$ cat src/rtl/irqa_pkg.sv
package irqa_pkg;

    typedef enum logic [0:0] {
        OUT_IDLE   = 1'b0,
        OUT_RAISED = 1'b1
    } out_state_t;

    localparam int OFS_BANK_BITS = 2;

endpackage

$ cat src/rtl/irqa_sync_edge.sv
module irqa_sync_edge #(
    parameter int W      = 24,
    parameter int STAGES = 2
) (
    input  logic         clk,
    input  logic         rst_n,
    input  logic [W-1:0] raw_i,
    output logic [W-1:0] sync_o,
    output logic [W-1:0] rise_o
);

    logic [W-1:0] chain_q [STAGES];
    logic [W-1:0] last_q;

    always_ff @(posedge clk or negedge rst_n) begin
        if (!rst_n) begin
            chain_q[0] <= '0;
        end else begin
            chain_q[0] <= raw_i;
        end
    end

    genvar s;
    generate
        for (s = 1; s < STAGES; s++) begin : g_stage
            always_ff @(posedge clk or negedge rst_n) begin
                if (!rst_n) begin
                    chain_q[s] <= '0;
                end else begin
                    chain_q[s] <= chain_q[s-1];
                end
            end
        end
    endgenerate

    always_ff @(posedge clk or negedge rst_n) begin
        if (!rst_n) begin
            last_q <= '0;
        end else begin
            last_q <= chain_q[STAGES-1];
        end
    end

    assign sync_o = chain_q[STAGES-1];
    assign rise_o = chain_q[STAGES-1] & ~last_q;

endmodule

$ cat src/rtl/irqa_bank.sv
module irqa_bank #(
    parameter int BANK_W  = 8,
    parameter int LVL_POS = 8
) (
    input  logic              clk,
    input  logic              rst_n,
    input  logic [BANK_W-1:0] sync_i,
    input  logic [BANK_W-1:0] rise_i,
    input  logic [BANK_W-1:0] mask_i,
    input  logic              clr_i,
    output logic [BANK_W-1:0] status_o,
    output logic [BANK_W-1:0] pending_o
);

    genvar i;
    generate
        for (i = 0; i < BANK_W; i++) begin : g_bit
            if (i == LVL_POS) begin : g_level
                assign status_o[i] = sync_i[i];
            end else begin : g_edge
                logic hold_q;
                always_ff @(posedge clk or negedge rst_n) begin
                    if (!rst_n) begin
                        hold_q <= 1'b0;
                    end else if (rise_i[i] && mask_i[i]) begin
                        hold_q <= 1'b1;
                    end else if (clr_i) begin
                        hold_q <= 1'b0;
                    end
                end
                assign status_o[i] = hold_q;
            end
        end
    endgenerate

    assign pending_o = status_o & mask_i;

endmodule

$ cat src/rtl/irqa_regs.sv
module irqa_regs #(
    parameter int NUM_BANKS = 3,
    parameter int BANK_W    = 8,
    parameter int ADDR_W    = 3
) (
    input  logic                        clk,
    input  logic                        rst_n,
    input  logic [ADDR_W-1:0]           addr_i,
    input  logic [BANK_W-1:0]           wdata_i,
    input  logic                        wr_i,
    input  logic                        rd_i,
    input  logic [NUM_BANKS*BANK_W-1:0] status_i,
    output logic [NUM_BANKS*BANK_W-1:0] mask_o,
    output logic [NUM_BANKS-1:0]        clr_o,
    output logic [BANK_W-1:0]           rdata_o
);

    localparam int SEL_W = ADDR_W - 1;

    logic [SEL_W-1:0]  sel;
    logic              is_mask;
    logic [BANK_W-1:0] rd_mux;

    assign sel     = addr_i[SEL_W-1:0];
    assign is_mask = addr_i[ADDR_W-1];

    genvar b;
    generate
        for (b = 0; b < NUM_BANKS; b++) begin : g_bank
            always_ff @(posedge clk or negedge rst_n) begin
                if (!rst_n) begin
                    mask_o[b*BANK_W +: BANK_W] <= '0;
                end else if (wr_i && is_mask && (sel == SEL_W'(b))) begin
                    mask_o[b*BANK_W +: BANK_W] <= wdata_i;
                end
            end
            assign clr_o[b] = rd_i && !is_mask && (sel == SEL_W'(b));
        end
    endgenerate

    always_comb begin
        rd_mux = '0;
        for (int k = 0; k < NUM_BANKS; k++) begin
            if (sel == SEL_W'(k)) begin
                rd_mux = is_mask ? mask_o[k*BANK_W +: BANK_W]
                                 : status_i[k*BANK_W +: BANK_W];
            end
        end
    end

    always_ff @(posedge clk or negedge rst_n) begin
        if (!rst_n) begin
            rdata_o <= '0;
        end else if (rd_i) begin
            rdata_o <= rd_mux;
        end
    end

endmodule

$ cat src/rtl/irq_aggregator.sv
module irq_aggregator #(
    parameter int NUM_BANKS   = 3,
    parameter int BANK_W      = 8,
    parameter int ADDR_W      = 3,
    parameter int SYNC_STAGES = 2,
    parameter int LEVEL_IDX   = 2
) (
    input  logic                        clk,
    input  logic                        rst_n,
    input  logic [NUM_BANKS*BANK_W-1:0] irq_raw_i,
    input  logic [ADDR_W-1:0]           bus_addr_i,
    input  logic [BANK_W-1:0]           bus_wdata_i,
    input  logic                        bus_wr_i,
    input  logic                        bus_rd_i,
    output logic [BANK_W-1:0]           bus_rdata_o,
    output logic                        irq_o
);

    import irqa_pkg::*;

    localparam int N = NUM_BANKS * BANK_W;

    logic [N-1:0]         sync_vec;
    logic [N-1:0]         rise_vec;
    logic [N-1:0]         status_vec;
    logic [N-1:0]         mask_vec;
    logic [N-1:0]         pending_vec;
    logic [NUM_BANKS-1:0] clr_vec;
    logic                 any_pending;

    out_state_t state_q, state_d;

    irqa_sync_edge #(.W(N), .STAGES(SYNC_STAGES)) u_sync (
        .clk    (clk),
        .rst_n  (rst_n),
        .raw_i  (irq_raw_i),
        .sync_o (sync_vec),
        .rise_o (rise_vec)
    );

    genvar b;
    generate
        for (b = 0; b < NUM_BANKS; b++) begin : g_bank
            localparam int LVL = (LEVEL_IDX / BANK_W == b) ? (LEVEL_IDX % BANK_W) : BANK_W;
            irqa_bank #(.BANK_W(BANK_W), .LVL_POS(LVL)) u_bank (
                .clk       (clk),
                .rst_n     (rst_n),
                .sync_i    (sync_vec[b*BANK_W +: BANK_W]),
                .rise_i    (rise_vec[b*BANK_W +: BANK_W]),
                .mask_i    (mask_vec[b*BANK_W +: BANK_W]),
                .clr_i     (clr_vec[b]),
                .status_o  (status_vec[b*BANK_W +: BANK_W]),
                .pending_o (pending_vec[b*BANK_W +: BANK_W])
            );
        end
    endgenerate

    irqa_regs #(.NUM_BANKS(NUM_BANKS), .BANK_W(BANK_W), .ADDR_W(ADDR_W)) u_regs (
        .clk      (clk),
        .rst_n    (rst_n),
        .addr_i   (bus_addr_i),
        .wdata_i  (bus_wdata_i),
        .wr_i     (bus_wr_i),
        .rd_i     (bus_rd_i),
        .status_i (status_vec),
        .mask_o   (mask_vec),
        .clr_o    (clr_vec),
        .rdata_o  (bus_rdata_o)
    );

    assign any_pending = |pending_vec;

    // State register of the output machine.
    always_ff @(posedge clk or negedge rst_n) begin
        if (!rst_n) begin
            state_q <= OUT_IDLE;
        end else begin
            state_q <= state_d;
        end
    end

    // Transitions: GO_RAISE and GO_IDLE.
    always_comb begin
        state_d = state_q;
        unique case (state_q)
            OUT_IDLE:   if (any_pending)  state_d = OUT_RAISED;
            OUT_RAISED: if (!any_pending) state_d = OUT_IDLE;
            default:    state_d = OUT_IDLE;
        endcase
    end

    // Output decode.
    always_comb begin
        unique case (state_q)
            OUT_RAISED: irq_o = 1'b1;
            default:    irq_o = 1'b0;
        endcase
    end

endmodule

$ cat config.mk
export PLATFORM = sky130hd
export DESIGN_NAME = irq_aggregator
export DESIGN_NICKNAME = d
export VERILOG_FILES = /design/src/rtl/irqa_pkg.sv /design/src/rtl/irqa_sync_edge.sv /design/src/rtl/irqa_bank.sv /design/src/rtl/irqa_regs.sv /design/src/rtl/irq_aggregator.sv
export SDC_FILE = /design/constraint.sdc
export NUM_CORES = 1
export LEC_CHECK = 0
export BUFFER_PORTS_ARGS = -buffer_cell sky130_fd_sc_hd__buf_2
export CAP_MARGIN = 20
export CORE_UTILIZATION = 50
export CTS_BUF_LIST = sky130_fd_sc_hd__clkbuf_2
export CTS_CLUSTER_DIAMETER = 50
export CTS_CLUSTER_SIZE = 24
export DETAILED_ROUTE_END_ITERATION = 6
export PLACE_DENSITY = 0.72
export SYNTH_ARGS = -nofsm -noshare
export SYNTH_HDL_FRONTEND = slang
export SYNTH_HIERARCHICAL = 1
export SYNTH_SLANG_ARGS = --single-unit
$ cat constraint.sdc
create_clock -name clk -period 1.1 [get_ports clk]
set_input_delay 0 -clock clk [delete_from_list [all_inputs] [get_ports clk]]
set_output_delay 0 -clock clk [all_outputs]
set_load 0.02 [all_outputs]
======== Yosys cells after proc, flatten, opt, wreduce, memory -nomap -nowiden ========
Index checks and enable logic that the tools add are counted.
word-level totals
  register bits ........................... 128
  input port bits ......................... 39
  output and inout bits ................... 9
  logic and storage cells ................. 129
cells by class
  equal/unequal tests ..................... 2
  muxes and demuxes ....................... 34
  bitwise operators ....................... 5
  reduce and logical (&&, ||, !) cells .... 57
operators by type and width
  cell                count
  $mux 8              6
  $reduce_bool 2->1   23
  $logic_and 1x1->1   31
  $mux 1              28
  $and 24x24->24      1
  $and 8x8->8         3
  $not 24->24         1
  $reduce_or 24->1    1
  $eq 2x1->1 const B  1
  $eq 2x2->1 const B  1
  $logic_not 2->1     1
  $logic_not 1->1     1

======== Longest topological paths before layout ========
Gate-level depths: netlist of run 1.
  depth after elaboration ................. 5
  mapped depth ............................ 5
  mapped depth without buffers ............ 4

======== Modules after synthesis ========
The synthesis of run 1 kept the hierarchy.
by module, submodules not included
  module                             instances  cells each  area an instance (sq um)  sequential area each (sq um)
  irqa_sync_edge                     1          120         2312.2                    1801.7
  irqa_regs                          1          124         1671.6                    800.8
  irqa_bank at g_bank[1].u_bank ...  2          48          410.4                     200.2
  irqa_bank at g_bank[0].u_bank      1          44          372.9                     175.2
  irq_aggregator                     1          9           76.3                      25.0

======== Least setup slack after synthesis of run 1 ========
No wires, ideal clock.
  path kind ............................... reg2reg
  from .................................... register u_sync.chain_q (netlist bit u_sync/sync_o[2])
  to ...................................... register state_q
  setup time .............................. 133 ps
  arrival ................................. 1011 ps
  data required time ...................... 967 ps
  setup slack ............................. -43 ps
  stages on the path, launching flop included .. 6
  path buffers ............................ 1
  clock period less this slack ............ 1143 ps
  path through ............................ dfrtp_1 > buf_4 > and2_1 > nor4_1 > and4_1 > nand3_1
between the ends
  word-level cells in the longest chain between the ends .. 3
ends and longest elaborated chain
  what                              RTL line                                    text
  start: declaration                irqa_sync_edge.sv:12                        logic [W-1:0] chain_q [STAGES];
  start signal: indexed assignment  irqa_sync_edge.sv:30                        chain_q[s] <= chain_q[s-1];
  $and 8x8->8                       irqa_bank.sv:36                             assign pending_o = status_o & mask_i;
  via pending_vec[2]                irq_aggregator.sv:27                        logic [N-1:0] pending_vec;
  $reduce_or 24->1                  irq_aggregator.sv:71                        assign any_pending = |pending_vec;
  via any_pending                   irq_aggregator.sv:29                        logic any_pending;
  $mux 1                            irq_aggregator.sv:86, irq_aggregator.sv:87
  end signal: assignment            irq_aggregator.sv:78                        state_q <= state_d;
  end: declaration                  irq_aggregator.sv:31                        out_state_t state_q, state_d;
The timed path passes the listed nets, and every way through them passes these cells.
A chain may end at the register's enable or synchronous reset.

======== Final worst setup path of run 1 ========
  from .................................... register g_bank[2].u_bank.g_bit[5].g_edge.hold_q
  to ...................................... register state_q
between the ends
  word-level cells in the longest chain between the ends .. 3
ends and longest elaborated chain
  what                      RTL line                                    text
  start: declaration        irqa_bank.sv:21                             logic hold_q;
  start signal: assignment  irqa_bank.sv:24                             hold_q <= 1'b0;
  start signal: assignment  irqa_bank.sv:26                             hold_q <= 1'b1;
  start signal: assignment  irqa_bank.sv:28                             hold_q <= 1'b0;
  $and 8x8->8               irqa_bank.sv:36
  via pending_vec[21]       irq_aggregator.sv:27
  $reduce_or 24->1          irq_aggregator.sv:71
  via any_pending           irq_aggregator.sv:29
  $mux 1                    irq_aggregator.sv:86, irq_aggregator.sv:87
The timed path passes the listed nets, and every way through them passes these cells.

==> flow_summary.ini, run 1 <==
[status]
status = complete, but fails checks
violations = negative setup slack

[clock_network]
cts_root_buf = clkbuf_2
numCtsBuffers = 17
clk_pin_slew_ns = 0.19
h-tree-depth = 4
cts_max_path_buffers = 2
clk_latency_ns = 0.67
clock_sinks = 127
cts_tree = done

[critical_path]
crit_arrival_ns = 1.81
rrSetupSlack_ns = -0.15
crit_required_ns = 1.65
start_kind = flop
reg2reg_to = state_q$_DFF_PN0_
crit_fanout = 2
worstSetupEndpointType = flop
crit_type = flop to flop
r2r_cells = 4
timing.rr.start = g_bank[2].u_bank/g_bit[5].g_edge.hold_q$_DFFE_PN0P_

[global_route]
grt_max_degree = 41
grt_pass1_vias = 3489
gr-usage-all-layers_pct = 22.0
grt_overflow_total = 0
grt_antenna_before_repair = 0
grt_pass1_wl_um = 16700

[route]
ant_nets = 0
via_per_inst = 4.82
drt-total-wl_um = 10400
dr_total_vias = 3276
drcViolationCount = 0
drt_pass1_iterations = 4
routedWlPerCell_um = 15.3
drt_iter0_drc = 138

[power_and_ir_drop]
vdd_drop_max_v = 0.00104
p_total_mw = 11.5
leakagePower_nw = 3.32
pwr_density_cell_nw_per_um2 = 1670

[placed_design]
place_area_um2 = 5700
dp_cells = 574
pre_cts_slack_ns = -0.245
dp_hpwl_um = 6370
place_congestion = 0.782
port-buffer-count = 47

[timing]
worst_slack_ns = -0.153
rsz0062_at_grt = true
tightestPinTransition_ns = 0.826
fin_crit_sh_pct = 114
hold_viol = 0
finalSetupViolCount = 13
fin_crit_ns = 1.25
fin_hold_ws_ns = 0.102
slew-limit-headroom_pct = 44.9
fmax_mhz = 798
setup-tns-final_ns = -1.35
drv_slew = 0
finClkSkew_ns = 0.0274

[run]
maxCapViolations = 0

[worst_hold_path]
min_path_type = primary input to asynchronous set/reset pin

[finish]
finish.instance_area_um2 = 6880
layout_common_cells = dfrtp_1, dlygate4sd3_1, buf_4
drive_gt1_share_pct = 38.1
fill_cells = 686
instances_no_fill = 679
final_util_pct = 70.4
fin_nets = 572
final_common_cell = dfrtp_1
syn2layout_area_growth_pct = 36.5
antennaDiodeCount = 0

[synth]
syn_inst = 368
synth_nets = 407
synth_area_per_cell_um2 = 13.7
syn_area_um2 = 5040
yosys_warnings = 6

[floorplan]
ios = 48
die_w_um = 102
core_region_area_um2 = 9770
start_util_pct = 51.6
die-area_um2 = 10500
die_h_um = 102
rows = 36
[critical path, cell delays in order (launching register included)]
cell     delay (ns)
dfrtp_1        0.42
and2_4         0.17
nor4_4         0.28
and4_1         0.21
nand3_1        0.06
[final cells by class]
class	instances	area (µm²)	share of cell area, %
clock buffer	21	105	1.53
tap	133	166	2.42
sequential	127	3180	46.2
multi-input combinational	184	1650	24.0
timing repair buffer	180	1560	22.6
clock inverter	11	141	2.05
inverter	23	86.3	1.25
[how the worst max path moves through the flow]
stage	startpoint	endpoint	slack [ns]
5_1_grt	u_regs/mask_o[21]$_DFFE_PN0P_	state_q$_DFF_PN0_	-0.24
2_1_floorplan	g_bank[2].u_bank/g_bit[7].g_edge.hold_q$_DFFE_PN0P_	state_q$_DFF_PN0_	-0.02
6_report	g_bank[2].u_bank/g_bit[5].g_edge.hold_q$_DFFE_PN0P_	state_q$_DFF_PN0_	-0.15
3_5_place_dp	g_bank[1].u_bank/g_bit[1].g_edge.hold_q$_DFFE_PN0P_	state_q$_DFF_PN0_	-0.24
4_1_cts	state_q$_DFF_PN0_	irq_o	-0.20
3_3_place_gp	g_bank[1].u_bank/g_bit[1].g_edge.hold_q$_DFFE_PN0P_	state_q$_DFF_PN0_	-0.18
[power breakdown]
| part | switching (mW) | leakage, nW | internal [mW] |
|---|---|---|---|
| sequential | 0.365 | 1.47 | 5.27 |
| combinational | 1.18 | 1.70 | 1.78 |
| clock | 1.63 | 0.151 | 1.29 |
| total | 3.18 | 3.32 | 8.34 |
[repair_timing]
action | 4_1_cts | 5_1_grt
pin swaps | 13 | 12
setup endpoints to repair | 17 | 30
setup buffers | 6 | 5
resized for setup | 38 | 17
gates cloned | 0 | 0
endpoints found under the hold margin | 206 | 0
hold buffers | 64 | 0
[routing by layer]
metal  global-route usage [%]  vias up  wire (µm)
li1                         -     1536          -
met1                     26.6     1644       4300
met2                     36.5       75       5400
met3                     6.84       21        435
met4                     9.34        0        247
met5                        0        -          0
[flip-flops by register name (all words and copies together) (netlist names)]
| register | count |
|---|---|
| g_bank.u_bank/g_bit.g_edge.hold_q | 23 |
| state_q | 1 |
| u_regs/mask_o | 24 |
| u_regs/rdata_o | 8 |
| u_sync/chain_q | 24 |
| u_sync/last_q | 23 |
| u_sync/sync_o | 24 |
No activity file was read; power rests on OpenSTA's default activity.
==> run 2, diff against run 1 <==
--- a/config.mk
+++ b/config.mk
@@ -7,12 +7,13 @@
 export LEC_CHECK = 0
 export BUFFER_PORTS_ARGS = -buffer_cell sky130_fd_sc_hd__buf_2
 export CAP_MARGIN = 20
-export CORE_UTILIZATION = 50
+export CORE_UTILIZATION = 55
 export CTS_BUF_LIST = sky130_fd_sc_hd__clkbuf_2
 export CTS_CLUSTER_DIAMETER = 50
 export CTS_CLUSTER_SIZE = 24
 export DETAILED_ROUTE_END_ITERATION = 6
-export PLACE_DENSITY = 0.72
+export PLACE_DENSITY = 0.78
+export RECOVER_POWER = 25
 export SYNTH_ARGS = -nofsm -noshare
 export SYNTH_HDL_FRONTEND = slang
 export SYNTH_HIERARCHICAL = 1
==> run 2 against run 1 <==
  * The run ends with design-rule violations, negative setup slack left
  * Sequential power increased by 1%
  * Fmax is 6.0% lower
  * Combinational power increased by 21%
  * Register-to-register slack worse by 0.08 ns
  * Non-clock buffer count up 12
  * Die area down 8.9%
  * Cell count fell by 1.8%
  * Setup slack got worse by 0.080 ns
==> flow_summary.ini, run 2 (synthesized netlist as in run 1, its figures left out) <==
[global_route]
grt_pass1_wl_um = 19000
grt_max_degree = 32
gr-usage-all-layers_pct = 26.9
grt_antenna_before_repair = 1
grt_pass1_vias = 3789
grt_overflow_total = 0

[status]
violations = design-rule violations, negative setup slack
status = complete, but fails checks

[timing]
worst_slack_ns = -0.233
rsz0062_at_grt = true
fin_crit_ns = 1.33
finClkSkew_ns = 0.0341
hold_viol = 0
fmax_mhz = 750
finalSetupViolCount = 17
drv_slew = 0
tightestPinTransition_ns = 0.865
setup-tns-final_ns = -2.25
fin_crit_sh_pct = 121
slew-limit-headroom_pct = 42.3

[worst_hold_path]
min_path_type = primary input to asynchronous set/reset pin

[placed_design]
port-buffer-count = 47
place_congestion = 0.836
dp_hpwl_um = 6740

[critical_path]
max_stage_delay_ns = 0.47
crit_slowest_cell = dfrtp_1
critPathTopFamily = simple AND/OR/NAND/NOR gates
crit_arrival_ns = 1.92
worstSetupPathDepth = 4
crit_fanout = 2
crit_required_ns = 1.68
crit_type = flop to flop
r2r_cells = 4
worstSetupEndpoint = state_q$_DFF_PN0_
reg2reg_to = state_q$_DFF_PN0_
path_cells = and2_1, nor4_4, and4_1, nand3_1
timing.rr.start = g_bank[2].u_bank/g_bit[1].g_edge.hold_q$_DFFE_PN0P_
crit_buf_inv = 0
rrSetupSlack_ns = -0.23
crit_start = g_bank[2].u_bank/g_bit[1].g_edge.hold_q$_DFFE_PN0P_
start_kind = flop
worstSetupEndpointType = flop

[route]
drt-total-wl_um = 13500
drcViolationCount = 7
routedWlPerCell_um = 20.2
drt_iter0_drc = 277
via_per_inst = 5.41
dr_total_vias = 3608
drt_pass1_iterations = 7
ant_nets = 0

[clock_network]
cts_tree = done
h-tree-depth = 4
clk_latency_ns = 0.71
numCtsBuffers = 17
clock_sinks = 127
clk_pin_slew_ns = 0.23
cts_root_buf = clkbuf_2
cts_max_path_buffers = 2

[floorplan]
start_util_pct = 57.3
die-area_um2 = 9560
die_w_um = 97.8
die_h_um = 97.8
ios = 48
rows = 34
core_region_area_um2 = 8810

[power_and_ir_drop]
vdd_drop_max_v = 0.00115
p_total_mw = 12.5
pwr_density_cell_nw_per_um2 = 1750
leakagePower_nw = 3.40

[finish]
fin_nets = 584
final-seq-area_um2 = 3180
final_common_cell = dfrtp_1
syn2layout_area_growth_pct = 40.9
multiInputGateArea_um2 = 1760
final_util_pct = 80.7
drive_gt1_share_pct = 41.8
layout_common_cells = dfrtp_1, dlygate4sd3_1, buf_4
fill_cells = 458

[run]
maxCapViolations = 0
[run 2: cell count changes in the layout (fill, tap and decap cells not counted), sizes merged]
cell	previous run	this run
clkinvlp	2	0
diode	0	1
inv	23	30
clkbuf	21	17
buf	116	128
bufinv	3	2
[run 2: worst min path at each step]
stage	from	to	slack, ns	cells after the start
2_1_floorplan	rst_n	g_bank[0].u_bank/g_bit[0].g_edge.hold_q$_DFFE_PN0P_	-0.30	0
3_3_place_gp	rst_n	u_sync/last_q[15]$_DFF_PN0_	-0.08	1
3_5_place_dp	rst_n	u_sync/sync_o[15]$_DFF_PN0_	-0.07	1
4_1_cts	bus_wdata_i[1]	u_regs/mask_o[1]$_DFFE_PN0P_	0.09	3
5_1_grt	bus_wdata_i[6]	u_regs/mask_o[6]$_DFFE_PN0P_	0.07	3
6_report	rst_n	u_regs/mask_o[19]$_DFFE_PN0P_	0.08	3
[run 2: layout make-up]
cell class                 count  share of cell area [%]
sequential                   127                    44.7
multi-input combinational    184                    24.8
timing repair buffer         192                    23.7
clock inverter                15                    2.45
tap                          108                    1.90
inverter                      23                    1.22
clock buffer                  17                    1.20
antenna                        1                  0.0352
[run 2: worst min-delay path, cell delays in order]
cell	delay, ns
dlygate4sd3_1	0.52
buf_4	0.11
dlymetal6s4s_1	0.74
[run 2: power by group]
part	switching (mW)	total (mW)	internal, mW	leakage, nW
combinational	1.54	3.59	2.05	1.77
clock	2.04	3.16	1.12	0.156
sequential	0.427	5.70	5.27	1.47
[run 2: stage by stage]
stage	cell area (µm²)	setup WS, ns	std cells	hold slack (ns)
finish	7100	-0.233	667	0.0824
global route	7100	-0.307	667	0.0656
CTS	6900	-0.194	662	0.0867
detailed placement	5720	-0.161	557	-0.0743
global placement	5720	-0.133	557	-0.0801
floorplan	5040	-0.0208	368	-0.296
[run 2: layer usage]
layer,GRT usage (%),up-vias,part of all wire (%)
met5,0,-,0
met4,13.8,0,5.2
met3,6.08,63,5.1
met2,46.8,171,51
met1,31.5,1820,39
li1,-,1554,-
[run 2: timing repair]
item,4_1_cts,5_1_grt
endpoints found under the setup margin,16,73
buffers inserted,11,11
resized for setup,50,38
pin swaps,18,13
hold buffers,64,0
hold endpoints to repair,206,0
